===== src/rtl/mon_hs_pkg.sv =====
package mon_hs_pkg;

  typedef enum logic [1:0] {
    TX_IDLE  = 2'd0,
    TX_BYTE0 = 2'd1,
    TX_GAP   = 2'd2,
    TX_BYTE1 = 2'd3
  } tx_state_e;

  localparam logic [7:0] MON_RELEASED = 8'hFF;

  // saturating frame counter step
  function automatic int unsigned sat_inc(int unsigned v, int unsigned lim);
    return (v >= lim) ? lim : v + 1;
  endfunction

  // true when this strobe completes the required run of released A bits
  function automatic logic may_start(int unsigned run, logic a, int unsigned need);
    return a && ((run + 1) >= need);
  endfunction

endpackage


===== src/rtl/mon_tx_ctl.sv =====
module mon_tx_ctl
  import mon_hs_pkg::*;
#(
  parameter int unsigned W           = 8,
  parameter int unsigned IDLE_FRAMES = 2,
  parameter int unsigned TMO_FRAMES  = 32
) (
  input  logic         clk,
  input  logic         rst_n,
  input  logic         stb,
  input  logic         rx_a,
  input  logic         go,
  input  logic [W-1:0] addr,
  input  logic [W-1:0] data,
  output logic [W-1:0] tx_mon,
  output logic         tx_e,
  output logic         busy,
  output logic         done,
  output logic         err,
  output logic         ev_start,
  output logic         ev_ack,
  output logic         ev_abort
);
  localparam int CW = $clog2(TMO_FRAMES + 1);
  localparam int IW = $clog2(IDLE_FRAMES + 1);

  tx_state_e      state;
  logic           pend;
  logic [W-1:0]   addr_q, data_q;
  logic [IW-1:0]  idle_run;
  logic [CW-1:0]  wait_cnt;
  logic           got;

  assign busy = pend || (state != TX_IDLE);

  always_comb begin
    got      = (state == TX_GAP) ? rx_a : !rx_a;
    ev_start = stb && (state == TX_IDLE) && pend &&
               may_start(32'(idle_run), rx_a, IDLE_FRAMES);
    ev_ack   = stb && ((state == TX_BYTE0) || (state == TX_BYTE1)) && !rx_a;
    ev_abort = stb && (state != TX_IDLE) && !got &&
               (32'(wait_cnt) == TMO_FRAMES - 1);
  end

  always_ff @(posedge clk or negedge rst_n) begin
    if (!rst_n) begin
      state    <= TX_IDLE;
      pend     <= 1'b0;
      addr_q   <= '0;
      data_q   <= '0;
      idle_run <= '0;
      wait_cnt <= '0;
      tx_mon   <= MON_RELEASED;
      tx_e     <= 1'b1;
      done     <= 1'b0;
      err      <= 1'b0;
    end else begin
      done <= 1'b0;
      err  <= 1'b0;
      if (go && !busy) begin
        pend   <= 1'b1;
        addr_q <= addr;
        data_q <= data;
      end
      if (stb) begin
        if (state == TX_IDLE) begin
          if (ev_start) begin
            state    <= TX_BYTE0;
            tx_mon   <= addr_q;
            tx_e     <= 1'b0;
            wait_cnt <= '0;
            idle_run <= '0;
          end else begin
            idle_run <= rx_a ? IW'(sat_inc(32'(idle_run), IDLE_FRAMES)) : '0;
          end
        end else if (ev_abort) begin
          state    <= TX_IDLE;
          tx_e     <= 1'b1;
          tx_mon   <= MON_RELEASED;
          pend     <= 1'b0;
          err      <= 1'b1;
          idle_run <= '0;
          wait_cnt <= '0;
        end else if (got) begin
          wait_cnt <= '0;
          case (state)
            TX_BYTE0: begin
              state <= TX_GAP;
              tx_e  <= 1'b1;
            end
            TX_GAP: begin
              state  <= TX_BYTE1;
              tx_mon <= data_q;
              tx_e   <= 1'b0;
            end
            default: begin
              state    <= TX_IDLE;
              tx_e     <= 1'b1;
              tx_mon   <= MON_RELEASED;
              pend     <= 1'b0;
              done     <= 1'b1;
              idle_run <= '0;
            end
          endcase
        end else begin
          wait_cnt <= CW'(sat_inc(32'(wait_cnt), TMO_FRAMES));
        end
      end
    end
  end
endmodule


===== src/rtl/mon_rx_ctl.sv =====
module mon_rx_ctl
  import mon_hs_pkg::*;
#(
  parameter int unsigned W             = 8,
  parameter int unsigned RESYNC_FRAMES = 4
) (
  input  logic         clk,
  input  logic         rst_n,
  input  logic         stb,
  input  logic [W-1:0] rx_mon,
  input  logic         rx_e,
  output logic         tx_a,
  output logic         got_valid,
  output logic [W-1:0] got_addr,
  output logic [W-1:0] got_data,
  output logic         ev_capture
);
  localparam int HW = $clog2(RESYNC_FRAMES + 1);

  logic          prev_e;
  logic          second;
  logic [W-1:0]  addr_q;
  logic [HW-1:0] hi_run;

  assign ev_capture = stb && !rx_e && prev_e;

  always_ff @(posedge clk or negedge rst_n) begin
    if (!rst_n) begin
      prev_e    <= 1'b1;
      second    <= 1'b0;
      addr_q    <= '0;
      hi_run    <= '0;
      tx_a      <= 1'b1;
      got_valid <= 1'b0;
      got_addr  <= '0;
      got_data  <= '0;
    end else begin
      got_valid <= 1'b0;
      if (stb) begin
        prev_e <= rx_e;
        if (rx_e) begin
          tx_a   <= 1'b1;
          hi_run <= HW'(sat_inc(32'(hi_run), RESYNC_FRAMES));
          if ((32'(hi_run) + 1) >= RESYNC_FRAMES) second <= 1'b0;
        end else begin
          hi_run <= '0;
          if (ev_capture) begin
            tx_a <= 1'b0;
            if (!second) begin
              addr_q <= rx_mon;
              second <= 1'b1;
            end else begin
              got_addr  <= addr_q;
              got_data  <= rx_mon;
              got_valid <= 1'b1;
              second    <= 1'b0;
            end
          end
        end
      end
    end
  end
endmodule


===== src/rtl/mon_handshake.sv =====
module mon_handshake
  import mon_hs_pkg::*;
#(
  parameter int unsigned IDLE_FRAMES   = 2,
  parameter int unsigned TMO_FRAMES    = 32,
  parameter int unsigned RESYNC_FRAMES = 4
) (
  input  logic       clk,
  input  logic       rst_n,
  input  logic       frame_stb,
  input  logic [7:0] rx_mon,
  input  logic       rx_e,
  input  logic       rx_a,
  output logic [7:0] tx_mon,
  output logic       tx_e,
  output logic       tx_a,
  input  logic       msg_go,
  input  logic [7:0] msg_addr,
  input  logic [7:0] msg_data,
  output logic       msg_busy,
  output logic       msg_done,
  output logic       msg_err,
  output logic       got_valid,
  output logic [7:0] got_addr,
  output logic [7:0] got_data
);
  localparam int unsigned W = 8;

  // internal events, named for the checker
  logic ev_start, ev_ack, ev_abort, ev_capture;

  mon_tx_ctl #(
    .W(W), .IDLE_FRAMES(IDLE_FRAMES), .TMO_FRAMES(TMO_FRAMES)
  ) u_tx (
    .clk(clk), .rst_n(rst_n), .stb(frame_stb), .rx_a(rx_a),
    .go(msg_go), .addr(msg_addr), .data(msg_data),
    .tx_mon(tx_mon), .tx_e(tx_e), .busy(msg_busy),
    .done(msg_done), .err(msg_err),
    .ev_start(ev_start), .ev_ack(ev_ack), .ev_abort(ev_abort)
  );

  mon_rx_ctl #(
    .W(W), .RESYNC_FRAMES(RESYNC_FRAMES)
  ) u_rx (
    .clk(clk), .rst_n(rst_n), .stb(frame_stb),
    .rx_mon(rx_mon), .rx_e(rx_e), .tx_a(tx_a),
    .got_valid(got_valid), .got_addr(got_addr), .got_data(got_data),
    .ev_capture(ev_capture)
  );
endmodule


===== config.mk =====
export PLATFORM = sky130hd
export DESIGN_NAME = mon_handshake
export DESIGN_NICKNAME = d
export VERILOG_FILES = /design/src/rtl/mon_hs_pkg.sv /design/src/rtl/mon_tx_ctl.sv /design/src/rtl/mon_rx_ctl.sv /design/src/rtl/mon_handshake.sv
export SDC_FILE = /design/constraint.sdc
export NUM_CORES = 1
export LEC_CHECK = 0
export BUFFER_PORTS_ARGS = -buffer_cell sky130_fd_sc_hd__buf_4
export CAP_MARGIN = 25
export CELL_PAD_IN_SITES_DETAIL_PLACEMENT = 2
export CELL_PAD_IN_SITES_GLOBAL_PLACEMENT = 2
export CORE_UTILIZATION = 30
export DETAILED_ROUTE_END_ITERATION = 10
export PLACE_DENSITY_LB_ADDON = 0.1
export REMOVE_ABC_BUFFERS = 1
export SLEW_MARGIN = 20
export SYNTH_ARGS = -nofsm -noshare
export SYNTH_HDL_FRONTEND = slang
export SYNTH_SLANG_ARGS = --single-unit

===== constraint.sdc =====
create_clock -name clk -period 2.2 [get_ports clk]
set_input_delay 0.44 -clock clk [delete_from_list [all_inputs] [get_ports clk]]
set_output_delay 0.44 -clock clk [all_outputs]
set_load 0.01 [all_outputs]

After elaboration in Yosys (flattened, before gate mapping)

Index checks and enable logic that the tools add are counted.

$lt $le $gt $ge: 5
Multiplexer cells: 54
Reduce and logical (&&, ||, !) cells: 28
Eq/ne operators: 7
Add/sub/neg operators: 3
Bitwise logic cells: 2

Operators by type and width:

| cell                                                                                | number |
|---|---|
| 8-bit two-way mux                                                                   | 4 |
| 1-bit two-way mux                                                                   | 30 |
| 6-bit two-way mux                                                                   | 5 |
| 2-bit two-way mux                                                                   | 11 |
| 8-bit case mux with 2 select lines                                                  | 1 |
| 4-bit AND reduction                                                                 | 3 |
| 1-bit logical AND                                                                   | 10 |
| 3-bit AND reduction                                                                 | 3 |
| 6-bit by 1-bit adder with 6-bit output, second input constant                       | 1 |
| 6-bit by 5-bit equality test with 1-bit output, second input constant               | 1 |
| 6-bit greater-or-equal comparator, second input constant                            | 1 |
| 3-bit two-way mux                                                                   | 2 |
| 3-bit by 1-bit adder with 4-bit output, second input constant                       | 1 |
| 4-bit by 3-bit greater-or-equal comparator with 1-bit output, second input constant | 1 |
| 1-bit logical NOT                                                                   | 4 |
| 2-bit case mux with 2 select lines                                                  | 1 |
| 2-bit AND reduction                                                                 | 2 |
| 2-bit nonzero test                                                                  | 2 |
| 2-bit by 1-bit adder with 3-bit output, second input constant                       | 1 |
| 3-bit by 2-bit greater-or-equal comparator with 1-bit output, second input constant | 1 |
| 3-bit greater-or-equal comparator, second input constant                            | 1 |
| 3-bit by 1-bit inequality test with 1-bit output, second input constant             | 1 |
| 3-bit inequality test, second input constant                                        | 1 |
| 3-bit nonzero test                                                                  | 1 |
| 9 further kinds                                                                     | 10 |

Register bits after elaboration: 69
Input bits: 30
Logic and storage cells: 117
Output and inout bits: 30

Longest topological paths before layout

Gate-level depths: netlist of run 1.

Depth in word-level cells: 10
Depth in mapped cells: 8
Depth with buffers taken out: 6

By module

Synthesis of run 1 repeated with hierarchy kept, for this count alone.

Cells, all modules: 252
Area total of the unflattened synthesis: 3219.3 µm²

Modules (own cells, without submodules):

| module     | cells each | seq. area each (µm²) | instances | area each (µm²) |
|---|---|---|---|---|
| mon_tx_ctl | 170        | 962.2                | 1         | 1944.4 |
| mon_rx_ctl | 82         | 778.2                | 1         | 1275.0 |

Worst setup path before layout of run 1

Ideal clock, no wire load.

Path kind: register -> register
From: reg u_tx.state[0]
To: reg u_tx.tx_mon[0]
Library setup time: 75 ps
Period minus slack after synthesis: 1802 ps
Path buffers: 0
Stages on the path, launching flop included: 7
Data required time: 2125 ps
Arrival: 1727 ps
Setup slack: 398 ps
Cells stage by stage: dfrtp_1 inv_1 ha_1 xnor2_2 nor4_4 nor3_4 mux2i_1

Word-level cells in the longest chain between the ends: 7
Elaborated cells on any way between the ends: 20
Those cells by class: 4 x eq/ne; 5 x mux; 11 x reduce/logical

RTL lines:

| item                                                               | RTL line                           | source |
|---|---|---|
| start, declared                                                    | mon_tx_ctl.sv:27                   | `tx_state_e state;` |
| start signal, assigned                                             | mon_tx_ctl.sv:47                   | `state <= TX_IDLE;` |
| start signal, assigned                                             | mon_tx_ctl.sv:68                   | `state <= TX_BYTE0;` |
| start signal, assigned                                             | mon_tx_ctl.sv:77                   | `state <= TX_IDLE;` |
| 2-bit equality test                                                | mon_tx_ctl.sv:37, mon_tx_ctl.sv:86 |  |
| 1-bit two-way mux                                                  | mon_tx_ctl.sv:37                   | `got = (state == TX_GAP) ? rx_a : !rx_a;` |
| 1-bit logical NOT                                                  | mon_tx_ctl.sv:41                   | `ev_abort = stb && (state != TX_IDLE) && !got &&` |
| 1-bit logical AND (2 in series)                                    | mon_tx_ctl.sv:41                   |  |
| 3-bit inequality test (no line) (tied with other cells)            | n/a                                |  |
| 4-bit AND reduction (no line) or 8-bit two-way mux (tied branches) | n/a                                |  |
| end signal, assigned                                               | mon_tx_ctl.sv:69                   | `tx_mon <= addr_q;` |
| end signal, assigned                                               | mon_tx_ctl.sv:93                   | `tx_mon <= data_q;` |
| end, declared                                                      | mon_tx_ctl.sv:15                   | `output logic [W-1:0] tx_mon,` |

Several ways; a longest one is shown, not always the timed one. The select of a mux whose other input is x is not followed.
A chain may end at the register's enable or synchronous reset.

Worst setup path in the final report of run 1

From: reg u_tx.state[1]
To: out msg_busy

Word-level cells in the longest chain between the ends: 2

RTL lines:

| item               | RTL line            | source |
|---|---|---|
| 2-bit nonzero test | mon_tx_ctl.sv:34    | `assign busy = pend \|\| (state != TX_IDLE);` |
| 1-bit logical OR   | mon_tx_ctl.sv:34    |  |
| end, declared      | mon_handshake.sv:20 | `output logic msg_busy,` |

No other way between the ends.

==> insert_results.sql, run 1 <==
INSERT INTO impl_metrics (metric_group, metric, value, unit) VALUES
('yosys', 'leading_cell_types_by_total_area_after_synthesis', 'sky130_fd_sc_hd__dfrtp_1 (47%), sky130_fd_sc_hd__mux2_1 (10%), sky130_fd_sc_hd__dfstp_2 (9.3%), sky130_fd_sc_hd__mux2_2 (5.1%), sky130_fd_sc_hd__ha_1 (2.8%)', ''),
('sta', 'timing_worst_slew_pin_value', '0.7047', 'ns'),
('power', 'vdd_drop_max', '0.4801', 'mV'),
('route', 'initialDrtViolationCount', '41', ''),
('flow_run', 'drv_cap', '0', ''),
('yosys', 'synth_area_leader_cell', 'sky130_fd_sc_hd__dfrtp_1', ''),
('setup_path', 'critical_path.startpoint_type', 'flop', ''),
('route', 'via_count', '2136', ''),
('yosys', 'synth.area.mux_share', '0.1789', ''),
('clocking', 'cts_tree', 'built', ''),
('setup_path', 'path_max_fanout', '10', ''),
('yosys', 'synth.lib_cells_used.distinct', '45', ''),
('power', 'p_per_area', '1291', 'nW/µm²'),
('yosys', 'synth-seq-area-share', '0.5629', ''),
('sta', 'finalSetupTns', '0', 'ns'),
('placed_design', 'numPortBuffers', '59', ''),
('yosys', 'complex_gate_fraction_of_the_synthesized_area', '0.09713', ''),
('grt', 'global_route.usage.met1', '0.1755', ''),
('route', 'drt_drc_violations_left', '0', ''),
('clocking', 'cts_buffers', '9', ''),
('yosys', 'flip_flop_and_latch_count_after_synthesis', '69', ''),
('final_layout', 'layout_cell_share_with_drive_strength_beyond_1', '0.3849', ''),
('grt', 'grt_pass1_vias', '2449', ''),
('final_layout', 'ff_latch_area', '1740', 'µm²'),
('grt', 'maximum_number_of_pins_on_one_net_before_global_route_repair', '30', ''),
('yosys', 'synthesis.yosys.warnings', '0', ''),
('sta', 'slew-limit-headroom', '0.5295', ''),
('grt', 'antenna_found_initial', '0', ''),
('sta', 'setup_skew', '0.004688', 'ns'),
('final_layout', 'finish.utilization', '0.4039', ''),
('clocking', 'clk-insertion-delay-late', '0.35', 'ns'),
('sta', 'min_period_over_period', '0.9364', ''),
('yosys', 'netlist_area', '3092', 'µm²'),
('yosys', 'post_synth_edffs', '0', ''),
('route', 'wl_per_cell', '15.90', 'µm'),
('clocking', 'path_clk_slew', '0.07', 'ns'),
('setup_path', 'r2r.worst_path.cells', '7', ''),
('yosys', 'synth_top_area_frac', '0.4694', ''),
('floorplan', 'io_pins', '60', ''),
('placed_design', 'gp_routability_congestion', '0.7415', ''),
('route', 'ant_nets', '0', ''),
('sta', 'fin_crit', '2.060', 'ns'),
('floorplan', 'num_rows', '36', ''),
('clocking', 'htreeDepth', '3', ''),
('route', 'detail_route.first_pass.iterations', '4', ''),
('yosys', 'yosysMostFrequentCell', 'sky130_fd_sc_hd__dfrtp_1', ''),
('floorplan', 'core_region_area', '9864', 'µm²'),
('yosys', 'postSynth.topFlopCell', 'sky130_fd_sc_hd__dfrtp_1', ''),
('grt', 'gr-total-overflow', '0', ''),
('sta', 'hold_slack', '0.004955', 'ns'),
('final_layout', 'fillCellCount', '1011', ''),
('status', 'outcome', 'complete, no violations', ''),
('route', 'routed_wl', '7.153', 'mm'),
('yosys', 'syn-mean-instance-area', '12.78', 'µm²'),
('power', 'static_leakage', '1.880', 'nW'),
('clocking', 'cts_max_path_buffers', '2', ''),
('hold_path', 'min_path_type', 'input port to asynchronous set/reset pin', ''),
('grt', 'grt_usage', '0.1491', ''),
('sta', 'final-max-slew-violation-count', '0', ''),
('setup_path', 'cp_data_arrival_time', '1.62', 'ns'),
('grt', 'grt_first_pass_wirelength', '12.45', 'mm'),
('placed_design', 'placedInstanceArea', '3716', 'µm²'),
('yosys', 'async_set_reset_flop_share_out_of_synthesis', '1.000', ''),
('yosys', 'main_combinational_cell_family_by_area_after_synthesis', 'multiplexers', ''),
('yosys', 'synth-simple-area-share', '0.08296', ''),
('yosys', 'post_synth_inst_count', '242', ''),
('clocking', 'clkSinkCount', '69', ''),
('yosys', 'post_synth_fa_ha_maj_area_fraction', '0.02833', ''),
('final_layout', 'layout_overhead_on_the_synthesized_area', '28.85', '%'),
('grt', 'met3_usage', '0.03650', ''),
('route', 'number_of_vias_per_cell', '4.747', '');
==> per-stage QoR <==
stage	power [mW]	cells	setup slack, ns
after detailed placement	3.973	433	0.009310
after global placement	3.887	433	0.07145
after floorplan	3.137	234	0.2566
final	5.144	450	0.1399
after CTS	5.219	449	0.02247
after global routing	5.536	450	-0.001387
==> placed cells by master, fill, tap and decap left out, drive strengths merged, types with 8 or more instances in the layout <==
cell type,Yosys,routed
inv,21,21
dfstp,11,11
dfrtp,58,58
mux2,42,42
clkbuf,1,11
nand2,14,14
a21oi,8,8
o22ai,9,9
nor3,8,8
buf,7,67
mux2i,8,8
==> worst max-delay path: stages, from the launching register on <==
cell,delay [ns]
sky130_fd_sc_hd__dfrtp_1,0.39
sky130_fd_sc_hd__inv_1,0.17
sky130_fd_sc_hd__ha_4,0.24
sky130_fd_sc_hd__inv_2,0.11
sky130_fd_sc_hd__nor2_2,0.16
sky130_fd_sc_hd__inv_1,0.05
sky130_fd_sc_hd__buf_4,0.14
==> routing by layer <==
layer / vias to the layer above / share of wire
li1: 990 / -
met1: 1088 / 0.43
met2: 48 / 0.51
met3: 10 / 0.048
met4: 0 / 0.015
met5: - / 0
==> kinds of logic (layout without fill, tap and decap cells) <==
kind of cell / after synthesis / in the layout
DFF: 69 / 69
muxes: 50 / 50
AOI/OAI and AO/OA: 43 / 43
and+or+nand+nor: 42 / 42
buffers and inverters: 29 / 104
adders and majority gates: 7 / 7
xor gates and xnor gates: 2 / 2
==> flip-flops by register name, summed over array words and instances, names as in the netlist, 2 cells and up <==
name / cells
u_tx.addr_q: 8
u_rx.got_addr: 8
u_tx.idle_run: 2
u_rx.hi_run: 3
u_rx.got_data: 8
u_tx.wait_cnt: 6
u_tx.data_q: 8
u_rx.addr_q: 8
u_tx.tx_mon: 8
u_tx.state: 2
==> area by class of cell <==
cell class | instances | area share
flip-flops and latches | 69 | 0.4369
multi-input cells | 144 | 0.3125
repair buffers | 67 | 0.1325
well taps | 133 | 0.04177
clock buffers | 11 | 0.03549
clock inverters | 5 | 0.02104
inverters | 21 | 0.01979
==> worst max-delay path by stage <==
stage | from | to | slack (ns)
finish | u_tx.state[1] | msg_busy | 0.14
global route | u_tx.state[1] | msg_busy | -0.001
CTS | u_tx.state[1] | msg_busy | 0.02
detailed placement | u_tx.state[1] | u_tx.tx_mon[4] | 0.009
global placement | u_tx.state[1] | u_tx.tx_mon[4] | 0.07
floorplan | u_tx.state[1] | u_tx.addr_q[6] | 0.26
==> where the power goes <==
part	total, mW	switching, mW	internal, mW
Sequential	2.16	0.312	1.85
Clock	1.17	0.497	0.671
Combinational	1.82	0.873	0.943
Total	5.14	1.68	3.46
==> what timing repair did <==
| item | CTS | global route |
|---|---|---|
| setup endpoints to repair | 4 | 10 |
| hold buffers | 0 | 0 |
| pin swaps | 0 | 1 |
| setup buffers | 0 | 1 |
| gates resized for setup | 2 | 2 |
No activity file was read; power rests on OpenSTA's default activity.
==> inputs of run 2 (changes only) <==
--- a/config.mk
+++ b/config.mk
@@ -5,7 +5,7 @@
 export SDC_FILE = /design/constraint.sdc
 export NUM_CORES = 1
 export LEC_CHECK = 0
-export BUFFER_PORTS_ARGS = -buffer_cell sky130_fd_sc_hd__buf_4
+export BUFFER_PORTS_ARGS = -buffer_cell sky130_fd_sc_hd__buf_2
 export CAP_MARGIN = 25
 export CELL_PAD_IN_SITES_DETAIL_PLACEMENT = 2
 export CELL_PAD_IN_SITES_GLOBAL_PLACEMENT = 2
==> run 2 against run 1 <==
Compared with the run above: via count about the same; maximum frequency is 0.38% lower; routed wire length fell by 2.6%; register-to-register slack got worse by 0.04 ns; critical path depth unchanged; first-iteration DRC count decreased by 22%; sequential share of layout area increased by 1.9 points; worst setup slack worse by 0.0078 ns; die area unchanged; design area shrank 4.1%; critical path type unchanged.
==> insert_results.sql, run 2 (synthesis results as in run 1) <==
INSERT INTO impl_metrics (metric_group, metric, value, unit) VALUES
('flow_run', 'drv_cap', '0', ''),
('power', 'vdd_drop_max', '0.4690', 'mV'),
('floorplan', 'core_region_area', '9864', 'µm²'),
('setup_path', 'critical_path.startpoint_type', 'flop', ''),
('final_layout', 'layout_overhead_on_the_synthesized_area', '23.59', '%'),
('route', 'detail_route.first_pass.iterations', '4', ''),
('floorplan', 'dieArea', '10720', 'µm²'),
('clocking', 'clk-insertion-delay-late', '0.34', 'ns'),
('route', 'ant_nets', '0', ''),
('placed_design', 'placedInstanceArea', '3591', 'µm²'),
('setup_path', 'timing.critical_path.cells', 'inv_1 > ha_4 > inv_2 > nor2_1 > inv_1 > buf_2', ''),
('sta', 'slew-limit-headroom', '0.5300', ''),
('setup_path', 'path_max_fanout', '10', ''),
('floorplan', 'num_rows', '36', ''),
('final_layout', 'num-nets-final', '352', ''),
('route', 'drt_drc_violations_left', '0', ''),
('clocking', 'cts-root-buf', 'sky130_fd_sc_hd__clkbuf_8', ''),
('sta', 'fin_crit', '2.068', 'ns'),
('setup_path', 'critical_path_class', 'flop to primary output', ''),
('floorplan', 'io_pins', '60', ''),
('grt', 'grt_usage', '0.1423', ''),
('route', 'wl_per_cell', '15.38', 'µm'),
('hold_path', 'min_path_type', 'input port to asynchronous set/reset pin', ''),
('clocking', 'cts_buffers', '9', ''),
('setup_path', 'worst_path_cell_with_the_longest_stage_delay', 'sky130_fd_sc_hd__dfrtp_1', ''),
('sta', 'setup_skew', '0.01017', 'ns'),
('floorplan', 'dieHeight', '103.5', 'µm'),
('clocking', 'cts_max_path_buffers', '2', ''),
('route', 'routed_wl', '6.966', 'mm'),
('placed_design', 'numPortBuffers', '59', ''),
('grt', 'maximum_number_of_pins_on_one_net_before_global_route_repair', '70', ''),
('clocking', 'path_clk_slew', '0.08', 'ns'),
('sta', 'timing_worst_slew_pin_value', '0.7039', 'ns'),
('grt', 'antenna_found_initial', '0', ''),
('clocking', 'cts_tree', 'built', ''),
('final_layout', 'layout_commonest_cell', 'sky130_fd_sc_hd__buf_2', ''),
('floorplan', 'die_span_in_x', '103.5', 'µm'),
('placed_design', 'numPlacedInstances', '436', ''),
('sta', 'final-max-slew-violation-count', '0', ''),
('setup_path', 'worstSetupEndpointType', 'primary output', ''),
('final_layout', 'antenna_cells', '0', ''),
('route', 'number_of_vias_per_cell', '4.713', ''),
('final_layout', 'final_cell_mix', 'sky130_fd_sc_hd__buf_2 (59), sky130_fd_sc_hd__dfrtp_1 (58), sky130_fd_sc_hd__mux2_1 (28), sky130_fd_sc_hd__inv_1 (19)', ''),
('grt', 'grt_first_pass_wirelength', '11.88', 'mm'),
('power', 'overall_power_after_layout', '4.856', 'mW'),
('power', 'p_per_area', '1271', 'nW/µm²'),
('final_layout', 'finish.utilization', '0.3874', ''),
('placed_design', 'detailedPlacementHpwl', '4.919', 'mm'),
('final_layout', 'final_area', '3821', 'µm²'),
('clocking', 'htreeDepth', '3', ''),
('grt', 'gr-total-overflow', '0', ''),
('sta', 'clock.fmax', '0.4836', 'GHz'),
('setup_path', 'cpPeakStageDelay', '0.39', 'ns'),
('setup_path', 'worst_path_most_repeated_cell', 'sky130_fd_sc_hd__inv_1', ''),
('route', 'initialDrtViolationCount', '32', ''),
('grt', 'grt_pass1_vias', '2332', ''),
('sta', 'setup-violations-final', '0', ''),
('final_layout', 'layout_cell_share_with_drive_strength_beyond_1', '0.3875', ''),
('setup_path', 'cp_data_arrival_time', '1.63', 'ns'),
('final_layout', 'finalNonFillerCells', '453', ''),
('placed_design', 'gp_routability_congestion', '0.7245', ''),
('sta', 'min_period_over_period', '0.9400', ''),
('sta', 'finalHoldViolCount', '0', ''),
('clocking', 'clkSinkCount', '69', ''),
('floorplan', 'start_util', '0.3134', ''),
('setup_path', 'worst-endpoint-required', '1.76', 'ns'),
('sta', 'rsz0062_at_grt', 'yes', ''),
('power', 'static_leakage', '1.836', 'nW'),
('status', 'outcome', 'complete, no violations', ''),
('route', 'via_count', '2135', '');
-- run 2: final cells by class --
class	count	area (µm²)
fill	1031	6043
inverter	21	78.83
tap	133	166.4
multi-input combinational	144	1235
timing repair buffer	70	402.9
clock inverter	7	73.82
clock buffer	9	123.9
sequential	69	1740
-- run 2: where the power goes --
group | switching (mW) | internal (mW)
combinational | 0.851 | 0.814
sequential | 0.306 | 1.85
clock | 0.512 | 0.527
-- run 2: layer usage --
| layer | wire [µm] | vias to the layer above | track usage |
|---|---|---|---|
| li1 | - | 994 | - |
| met1 | 3122 | 1088 | 0.1751 |
| met2 | 3440 | 45 | 0.2330 |
| met3 | 319 | 8 | 0.04154 |
| met4 | 84 | 0 | 0.05901 |
| met5 | 0 | - | 0 |
-- run 2: stage by stage --
| stage | setup WS, ns | hold slack [ns] | TNS (ns) |
|---|---|---|---|
| CTS | 0.003718 | 0.1059 | 0 |
| floorplan | 0.2566 | 0.1444 | 0 |
| global route | -0.05346 | 0.1134 | -0.1644 |
| global placement | 0.1821 | 0.4498 | 0 |
| finish | 0.1321 | 0.09243 | 0 |
| detailed placement | 0.1454 | 0.4567 | 0 |
-- run 2: timing repair --
item / 4_1_cts / 5_1_grt
resized for setup: 1 / 1
setup endpoints to repair: 1 / 9
cloned: 0 / 0
hold buffers: 0 / 0
pin swaps: 0 / 1
buffers inserted: 0 / 1
-- run 2: path summary, 6_finish.rpt --
kind | startpoint | endpoint | slack, ns | depth (start not counted)
min in group clk | msg_data[4] | u_tx.data_q[4] | 0.30 | 2
max reg2reg | u_tx.state[0] | u_tx.wait_cnt[2] | 0.17 | 6
max | u_tx.state[1] | msg_busy | 0.13 | 6
max in group asynchronous | rst_n | u_rx.tx_a | 1.74 | 2
min reg2reg | u_tx.tx_e | u_tx.tx_e | 0.46 | 2
min | rst_n | u_rx.hi_run[1] | 0.09 | 2
-- run 2: worst max-delay path, delay by kind of cell (launching register included) --
| family | cells | cell delay [ns] |
|---|---|---|
| flip-flops | 1 | 0.39 |
| adder cells (fa/ha/maj) | 1 | 0.22 |
| buffers and inverters | 4 | 0.46 |
| AND/OR/NAND/NOR | 1 | 0.23 |
==> inputs of run 3 (changes only) <==
==> constraint.sdc (replaced) <==
create_clock -name clk -period 1.7 [get_ports clk]
set_input_delay 0.34 -clock clk [delete_from_list [all_inputs] [get_ports clk]]
set_output_delay 0.34 -clock clk [all_outputs]
set_load 0.01 [all_outputs]
==> run 3 against run 2 <==
Compared with the run above: the flow now finishes with violations (negative hold slack); via count grew 5.1%; final cell count increased by 5.5%; total power rose by 47%; clock power up 50%; count of clock-buffer cells in the layout is 1 higher; critical path type is now flop to flop.
==> insert_results.sql, run 3 (synthesis results as in run 1) <==
INSERT INTO impl_metrics (metric_group, metric, value, unit) VALUES
('status', 'outcome', 'complete, but fails checks', ''),
('status', 'violations', 'negative hold slack', ''),
('sta', 'fin_crit', '1.693', 'ns'),
('placed_design', 'detailedPlacementHpwl', '5.393', 'mm'),
('route', 'drt_drc_violations_left', '0', ''),
('floorplan', 'io_pins', '60', ''),
('route', 'wl_per_cell', '16.63', 'µm'),
('floorplan', 'core_region_area', '9864', 'µm²'),
('route', 'routed_wl', '7.948', 'mm'),
('grt', 'grt_usage', '0.1604', ''),
('sta', 'timing_worst_slew_pin_value', '0.4304', 'ns'),
('route', 'number_of_vias_per_cell', '4.695', ''),
('floorplan', 'dieHeight', '103.5', 'µm'),
('route', 'via_count', '2244', ''),
('final_layout', 'layout_overhead_on_the_synthesized_area', '36.54', '%'),
('clocking', 'postCtsHoldBufs', '0', ''),
('clocking', 'cts_tree', 'built', ''),
('final_layout', 'layout_cell_share_with_drive_strength_beyond_1', '0.4754', ''),
('setup_path', 'worstSetupEndpointType', 'flop', ''),
('grt', 'gr-total-overflow', '0', ''),
('sta', 'finalSetupTns', '0', 'ns'),
('clocking', 'clkSinkCount', '69', ''),
('power', 'overall_power_after_layout', '7.129', 'mW'),
('grt', 'grt_first_pass_wirelength', '13.39', 'mm'),
('setup_path', 'critical_path_class', 'flop to flop', ''),
('grt', 'maximum_number_of_pins_on_one_net_before_global_route_repair', '70', ''),
('sta', 'hold_slack', '-0.01997', 'ns'),
('sta', 'min_period_over_period', '0.9956', ''),
('floorplan', 'die_span_in_x', '103.5', 'µm'),
('placed_design', 'gp_routability_congestion', '0.7264', ''),
('grt', 'antenna_found_initial', '0', ''),
('floorplan', 'num_rows', '36', ''),
('setup_path', 'cp_data_arrival_time', '1.96', 'ns'),
('floorplan', 'start_util', '0.3134', ''),
('setup_path', 'worst_path_cell_with_the_longest_stage_delay', 'sky130_fd_sc_hd__dfrtp_1', ''),
('clocking', 'path_clk_slew', '0.08', 'ns'),
('sta', 'rsz0062_at_grt', 'yes', ''),
('clocking', 'cts_max_path_buffers', '2', ''),
('setup_path', 'worst-endpoint-required', '1.97', 'ns'),
('setup_path', 'critical_path.startpoint_type', 'flop', ''),
('sta', 'finalHoldViolCount', '6', ''),
('floorplan', 'dieArea', '10720', 'µm²'),
('power', 'vdd_drop_max', '0.6346', 'mV'),
('route', 'ant_nets', '0', ''),
('grt', 'grt_pass1_vias', '2546', ''),
('setup_path', 'cpPeakStageDelay', '0.40', 'ns'),
('clocking', 'cts_buffers', '9', ''),
('clocking', 'cts-root-buf', 'sky130_fd_sc_hd__clkbuf_8', ''),
('clocking', 'clk-insertion-delay-late', '0.35', 'ns'),
('setup_path', 'path_max_fanout', '8', ''),
('setup_path', 'timing.critical_path.cells', 'inv_2 > ha_4 > xor2_4 > nor3_2 > nor3_4 > buf_12 > mux2i_1', ''),
('sta', 'slew-limit-headroom', '0.7131', ''),
('sta', 'clock.fmax', '0.5908', 'GHz'),
('final_layout', 'final_cell_mix', 'sky130_fd_sc_hd__buf_2 (59), sky130_fd_sc_hd__dfrtp_1 (58), sky130_fd_sc_hd__buf_4 (30), sky130_fd_sc_hd__mux2_1 (27), sky130_fd_sc_hd__inv_1 (17)', ''),
('sta', 'setup_skew', '0.01214', 'ns'),
('placed_design', 'numPortBuffers', '59', ''),
('final_layout', 'layout_commonest_cell', 'sky130_fd_sc_hd__buf_2', ''),
('sta', 'final-max-slew-violation-count', '0', ''),
('route', 'initialDrtViolationCount', '54', ''),
('flow_run', 'drv_cap', '0', ''),
('final_layout', 'num-nets-final', '377', ''),
('clocking', 'htreeDepth', '3', ''),
('sta', 'setup-violations-final', '0', ''),
('hold_path', 'min_path_type', 'input port to asynchronous set/reset pin', ''),
('final_layout', 'fillCellCount', '1013', ''),
('route', 'detail_route.first_pass.iterations', '4', ''),
('power', 'p_per_area', '1689', 'nW/µm²'),
('power', 'static_leakage', '2.018', 'nW'),
('final_layout', 'antenna_cells', '0', '');
-- run 3: power by group --
group	internal (mW)	leakage (nW)	total, mW	switching [mW]
clock	0.879	0.113	1.56	0.679
combinational	1.45	1.07	2.79	1.34
sequential	2.39	0.835	2.78	0.392
-- run 3: worst max-delay path: cells and delay by family (launching register included) --
family | cells | cell delay, ns
buf+inv | 2 | 0.27
xor+xnor | 1 | 0.23
flops | 1 | 0.40
simple gates | 2 | 0.31
mux | 1 | 0.20
fa+ha+maj | 1 | 0.21
-- run 3: layout make-up --
class	instances	area [µm²]	area share
Tap cell	133	166.4	0.03942
Multi-Input combinational cell	144	1365	0.3234
Clock inverter	6	93.84	0.02223
Timing Repair Buffer	95	636.9	0.1509
Sequential cell	69	1740	0.4123
Clock buffer	10	137.6	0.03260
Inverter	21	81.33	0.01926
-- run 3: path summary, 6_finish.rpt --
check	start	end	slack [ns]	depth (start not counted)
setup / recovery	u_tx.state[0]	u_tx.tx_mon[1]	0.007	7
hold / removal	rst_n	u_tx.idle_run[0]	-0.02	2
setup reg to reg	u_tx.state[0]	u_tx.tx_mon[1]	0.007	7
hold reg to reg	u_tx.tx_e	u_tx.tx_e	0.46	2
max in group asynchronous	rst_n	u_tx.tx_mon[1]	1.34	2
min in group clk	msg_data[0]	u_tx.data_q[0]	0.19	2
-- run 3: metal layers --
layer  track usage  up-vias  share of wire
met5             0        -              0
met1        0.1998     1141           0.44
li1              -     1049              -
met2        0.2656       44           0.50
met4       0.07143        0          0.017
met3       0.03650       10          0.039
-- run 3: through the flow --
stage                       util  worst slack (ns)  cells  instance area [µm²]  hold slack (ns)
after floorplan                -           -0.2434    234                 3042          0.04441
after global placement    0.3815           -0.1502    454                 3764           0.3996
after detailed placement  0.3815           -0.2336    454                 3764           0.3996
after CTS                 0.4187         -0.009813    475                 4130         0.007263
after global routing      0.4280          -0.08524    478                 4222          0.01838
final                     0.4280          0.007405    478                 4222         -0.01997
-- run 3: timing repair --
action                                  4_1_cts  5_1_grt
setup buffers                                 7        2
endpoints found under the setup margin       18       16
pin swaps                                     7        7
gates cloned                                  0        1
resized for setup                            18       10
endpoints found under the hold margin         0        0
